==> src/rtl/regmul8.sv <==
module regmul8 #(
  parameter bit SIGNED_MODE = 1'b1,
  parameter int W = 8
) (
  input  logic         clk,
  input  logic         rst,
  input  logic         ld_x,
  input  logic         ld_y,
  input  logic         ld_p,
  input  logic [W-1:0] x_in,
  input  logic [W-1:0] y_in,
  input  logic         rnd_in,
  input  logic         oe_hi_n,
  input  logic         oe_lo_n,
  output logic [W-1:0] hi_byte,
  output logic [W-1:0] lo_byte,
  output logic         hi_valid,
  output logic         lo_valid
);
  localparam int PW = 2 * W;
  localparam int RPOS = SIGNED_MODE ? W - 2 : W - 1;

  logic [W-1:0]  x_q, y_q;
  logic          r_q;
  logic [PW-1:0] p_q;
  logic [PW-1:0] prod, rounded, packed_p;
  logic          r_ld;

  generate
    if (SIGNED_MODE) begin : g_sgn
      assign r_ld = ld_x | ld_y;
      assign prod = PW'($signed({{W{x_q[W-1]}}, x_q}) * $signed({{W{y_q[W-1]}}, y_q}));
      assign rounded = prod + (PW'(r_q) << RPOS);
      assign packed_p = {rounded[PW-2], rounded[PW-3:W-1], rounded[PW-2], rounded[W-2:0]};
    end else begin : g_uns
      assign r_ld = ld_x;
      assign prod = PW'(x_q) * PW'(y_q);
      assign rounded = prod + (PW'(r_q) << RPOS);
      assign packed_p = rounded;
    end
  endgenerate

  always_ff @(posedge clk) begin
    if (rst) begin
      x_q <= '0;
      y_q <= '0;
      r_q <= 1'b0;
      p_q <= '0;
    end else begin
      if (ld_x) x_q <= x_in;
      if (ld_y) y_q <= y_in;
      if (r_ld) r_q <= rnd_in;
      if (ld_p) p_q <= packed_p;
    end
  end

  assign hi_valid = ~oe_hi_n;
  assign lo_valid = ~oe_lo_n;
  assign hi_byte  = oe_hi_n ? '0 : p_q[PW-1:W];
  assign lo_byte  = oe_lo_n ? '0 : p_q[W-1:0];
endmodule

==> config.mk <==
export PLATFORM = sky130hd
export DESIGN_NAME = regmul8
export DESIGN_NICKNAME = d
export VERILOG_FILES = /design/src/rtl/regmul8.sv
export SDC_FILE = /design/constraint.sdc
export NUM_CORES = 1
export LEC_CHECK = 0
export BUFFER_PORTS_ARGS = -buffer_cell sky130_fd_sc_hd__buf_2
export CORE_UTILIZATION = 30
export DETAILED_ROUTE_END_ITERATION = 8
export PLACE_DENSITY = 0.46
export SYNTH_ARGS = -nofsm -noshare
export SYNTH_HDL_FRONTEND = slang
export SYNTH_SLANG_ARGS = --single-unit
export TNS_END_PERCENT = 20
==> constraint.sdc <==
create_clock -name clk -period 5.15 [get_ports clk]
set_clock_uncertainty 0.05 [all_clocks]
set_input_delay 0.2575 -clock clk [delete_from_list [all_inputs] [get_ports clk]]
set_output_delay 0.2575 -clock clk [all_outputs]
set_load 0.05 [all_outputs]
### After elaboration in Yosys (flattened, before gate mapping)

Index checks and enable logic that the tools add are counted.

* add/sub/neg operators: 1
* multipliers: 1
* multiplexer cells: 2
* bitwise gates (word level): 3

Operators by type and width (count)
* 8-bit 2-to-1 mux: 2
* 15-bit by 7-bit adder with 15-bit output: 1
* 8-bit by 8-bit multiplier with 15-bit output: 1
* 1-bit inverter: 2
* 1-bit bitwise OR: 1

* register bits: 33
* input bits: 24
* output and inout bits: 18
* word-level logic and storage cells: 11

### Longest topological paths before layout

* depth after elaboration: 2
* depth in mapped cells: 17

### Worst setup path before layout

Ideal clock, no wire load.

* path kind: flip-flop to flip-flop
* from: reg x_q[7]
* to: reg p_q[14]
* library setup time: 0.134 ns
* arrival time: 4.081 ns
* required time: 4.966 ns
* slack: 0.886 ns
* cell stages (with the launch flop): 17
* buffers on the path: 1
* clock period less this slack: 4.264 ns
* cell sequence: dfxtp_1 clkbuf_1 nand2_1 fa_1 inv_1 fa_1 fa_1 inv_1 fa_1 inv_1 ha_1 and4_1 a211oi_1 o21ai_1 a31oi_1 xor2_1 o22ai_1

* longest elaborated chain between the ends: 2

Ends and longest elaborated chain
* from (decl): RTL line 23 `logic [W-1:0] x_q, y_q;`
* from (signal assigned): RTL line 50 `if (ld_x) x_q <= x_in;`
* 8-bit by 8-bit multiplier with 15-bit output: RTL line 32 `assign prod = PW'($signed({{W{x_q[W-1]}}, x_q}) * $signed({{W{y_q[W-1]}}, y_q}));`
* 15-bit by 7-bit adder with 15-bit output: RTL line 33 `assign rounded = prod + (PW'(r_q) << RPOS);`
* to (signal assigned): RTL line 53 `if (ld_p) p_q <= packed_p;`
* to (decl): RTL line 25 `logic [PW-1:0] p_q;`

Every way passes these cells.
A chain may end at the register's enable or synchronous reset.

### Worst setup path after layout

* from: reg y_q[2]
* to: reg p_q[14]

* longest elaborated chain between the ends: 2

Ends and longest elaborated chain
* from (decl): RTL line 23
* from (signal assigned): RTL line 51 `if (ld_y) y_q <= y_in;`
* 8-bit by 8-bit multiplier with 15-bit output: RTL line 32
* 15-bit by 7-bit adder with 15-bit output: RTL line 33

Every way passes these cells.

==> reports/metrics.yaml <==
run_status:
  run_status: "complete, but fails checks"
  failed_checks: "DRC"
clock_tree:
  ctsHoldBuffers: 0
  cts_buffers: 5
  post_cts.resized_instances: 0
  tritoncts: "done"
  clkSinkCount: 32
  cts_setup_buffers: 0
  cts_max_path_buffers: 2
  h-tree-depth: 2
  clock_insertion_delay_worst_skew_ns: 0.28
  cts_root_buffer: "sky130_fd_sc_hd__clkbuf_16"
  clk_pin_slew_ns: 0.05
setup_path:
  critPathCapture: "p_q[14]$_SDFFE_PP0P_"
  r2r_end: "p_q[14]$_SDFFE_PP0P_"
  worst_path_largest_cell_delay_ns: 0.56
  worst-r2r-setup-slack_ns: 0.63
  critical_path.reg2reg.startpoint: "y_q[2]$_SDFFE_PP0P_"
  path_cells: "nand2_1, fa_1, inv_1, fa_1, fa_1, inv_1, fa_1, inv_1, ha_1, and4_1, a211oi_1, o21ai_1, a31oi_1, xor2_1, o22ai_1"
  slowest_stage: "sky130_fd_sc_hd__dfxtp_1"
  cp_max_fo: 9
  crit_required_ns: 5.23
  worst_path_most_repeated_cell: "sky130_fd_sc_hd__fa_1"
  worstSetupStartpoint: "y_q[2]$_SDFFE_PP0P_"
  start_kind: "flop"
  crit_buf_inv: 3
  worst-endpoint-arrival_ns: 4.61
  rr_worst_depth: 15
  cp.depth: 15
  path_delay_family: "adder cells"
  setup.worst_path.end_class: "flop"
  criticalPathCategory: "flop to flop"
power:
  power.ir.vdd_worst_uv: 144
  p_per_cell_area_nw_per_um2: 210
  leakage_uw: 0.00208
yosys:
  asyncSetResetFlopFracSynth_pct: 0
  postSynthAreaPerCell_sq_um: 9.26
  synth.area.top_cells: "sky130_fd_sc_hd__fa_1 29%, sky130_fd_sc_hd__dfxtp_1 18%, sky130_fd_sc_hd__ha_1 9.0%, sky130_fd_sc_hd__inv_1 8.2%, sky130_fd_sc_hd__mux2i_1 7.2%"
  ys_ff_latch: 32
  synth_flop_cell: "sky130_fd_sc_hd__dfxtp_1"
  ys_top_cells_by_count: "79 x sky130_fd_sc_hd__inv_1, 53 x sky130_fd_sc_hd__fa_1, 36 x sky130_fd_sc_hd__and2_1"
  synth_cells: 391
  nets_in_the_synthesized_netlist: 494
  netlist.area_leader.share_pct: 29.3
  post_synth_num_cell_types: 35
  synth.most_common_cell: "sky130_fd_sc_hd__inv_1"
  netlist.top_cell.by_area: "sky130_fd_sc_hd__fa_1"
  post_synth_instance_area_sq_um: 3620
  ys_seq_area_share_pct: 17.7
  synth_edf_count: 0
  yosys_warnings: 0
routing:
  drcViolationCount: 7
  detail_route.vias_per_cell: 4.36
  final_antenna_net_count: 0
  wl_per_cell_um: 12.7
  routed_wirelength_um: 7250
  drtPass1Iterations: 8
  drt_iter0_drc: 74
  detailroute.via_count: 2487
cells_and_area:
  n_fill_cell: 1207
  drive_gt1_share_pct: 12.4
  core_occupancy_in_the_finished_layout_pct: 35.6
  area.growth.synth_to_final_pct: 13.8
  final_nets: 530
  number_of_antenna_repair_diodes: 0
global_routing:
  global_route.overflow_total: 0
  grt_max_degree: 36
  grt_pass1_wl_um: 12500
  antenna_found_initial: 0
  via_count_of_the_first_global_routing_pass: 2512
  grt_util_all_layers_pct: 12.7
hold_path:
  holdCritPathClass: "input port to flop"
  worst_hold_startpoint: "x_in[5]"
sta:
  final.min_clock_period_ns: 4.52
  finalMaxSlewViolations: 0
  fin_worst_hold_slack_ns: 0.161
  report.final.setup_viol: 0
  grt_setup_unrepaired: "no"
  worst_slew_margin_rel_pct: 56.6
  final_number_of_hold_violating_endpoints: 0
  worst_pin_slew_ns: 0.651
  fin_crit_sh_pct: 87.8
  fmax_ghz: 0.221
  timing.setup.tns_ns: 0
floorplan:
  die_h_um: 112
  initial_core_util_pct: 31.3
  core_region_area_sq_um: 11600
  boundaryPins: 42
  fp.dieArea_sq_um: 12500
  row_count: 39
  die_width_um: 112
place:
  detailedPlacementHpwl_um: 5910
  port-buffer-count: 41
  gp_congestion: 0.822
flow_run:
  maxCapViolCount: 0
[routing by layer]
metal	global-route usage, %	up-vias	wire length, um
met5	0	-	0
met4	2.70	0	62
met3	2.67	4	288
met2	19.5	45	3050
met1	18.3	1170	3840
li1	-	1268	-
[area by class of cell]
cell class / instances / area (sq um) / area share [%]
Timing Repair Buffer: 41 / 205 / 4.98
Sequential cell: 32 / 641 / 15.6
Clock buffer: 5 / 125 / 3.04
Clock inverter: 3 / 42.5 / 1.03
Multi-Input combinational cell: 268 / 2630 / 63.9
Inverter: 79 / 297 / 7.20
Tap cell: 143 / 179 / 4.34
[power breakdown]
group,switching [uW],internal [uW]
combinational,142,98.2
clock,107,227
sequential,24.2,266
total,273,591
[worst min path at each step]
stage,endpoint,depth (start not counted)
6_report,x_q[5]$_SDFFE_PP0P_,3
3_5_place_dp,p_q[0]$_SDFFE_PP0P_,2
5_1_grt,x_q[5]$_SDFFE_PP0P_,3
2_1_floorplan,x_q[0]$_SDFFE_PP0P_,2
3_3_place_gp,p_q[0]$_SDFFE_PP0P_,2
4_1_cts,x_q[5]$_SDFFE_PP0P_,3
[logic make-up (layout without fill, tap and decap cells)]
| family | Yosys count | after routing | synth area share, % |
|---|---|---|---|
| xor+xnor | 14 | 14 | 4.56 |
| simple gates | 121 | 121 | 17.4 |
| mux | 26 | 26 | 7.19 |
| flops | 32 | 32 | 17.7 |
| fa+ha+maj | 79 | 79 | 38.3 |
| buf+inv | 91 | 128 | 9.64 |
| compound gates | 28 | 28 | 5.22 |
[through the flow]
| step | total power, uW | std cells | setup slack [ns] | area [sq um] |
|---|---|---|---|---|
| after floorplan | 476 | 391 | 0.886 | 3620 |
| after global placement | 537 | 563 | 0.584 | 3950 |
| after detailed placement | 538 | 563 | 0.603 | 3950 |
| after CTS | 878 | 571 | 0.583 | 4120 |
| after global routing | 923 | 571 | 0.337 | 4120 |
| final | 864 | 571 | 0.628 | 4120 |
[flip-flops by register name (all words and copies together) (netlist names)]
name,count
p_q,15
r_q,1
y_q,8
x_q,8
[cell usage in the layout, fill, tap and decap left out, types with 5 or more instances in the layout]
cell	Yosys	final
sky130_fd_sc_hd__a211oi_1	5	5
sky130_fd_sc_hd__nand2_1	20	20
sky130_fd_sc_hd__a21oi_1	7	7
sky130_fd_sc_hd__mux2i_1	26	26
sky130_fd_sc_hd__nor2b_1	19	19
sky130_fd_sc_hd__buf_2	3	41
sky130_fd_sc_hd__dfxtp_1	32	32
sky130_fd_sc_hd__nor2_1	34	34
sky130_fd_sc_hd__and2_1	36	36
sky130_fd_sc_hd__inv_1	79	79
sky130_fd_sc_hd__fa_1	53	53
sky130_fd_sc_hd__nand2b_1	6	6
sky130_fd_sc_hd__ha_1	26	26
sky130_fd_sc_hd__clkbuf_16	0	5
sky130_fd_sc_hd__xnor2_1	7	7
[worst register-to-register path: stages, from the launching register on]
cell,delay (ns)
sky130_fd_sc_hd__dfxtp_1,0.56
sky130_fd_sc_hd__nand2_1,0.21
sky130_fd_sc_hd__fa_1,0.52
sky130_fd_sc_hd__inv_1,0.05
sky130_fd_sc_hd__fa_1,0.48
sky130_fd_sc_hd__fa_1,0.49
sky130_fd_sc_hd__inv_1,0.05
sky130_fd_sc_hd__fa_1,0.53
sky130_fd_sc_hd__inv_1,0.04
sky130_fd_sc_hd__ha_1,0.37
sky130_fd_sc_hd__and4_1,0.23
sky130_fd_sc_hd__a211oi_1,0.19
sky130_fd_sc_hd__o21ai_1,0.14
sky130_fd_sc_hd__a31oi_1,0.21
sky130_fd_sc_hd__xor2_1,0.16
sky130_fd_sc_hd__o22ai_1,0.08
Power figures use the tool's default switching activity.
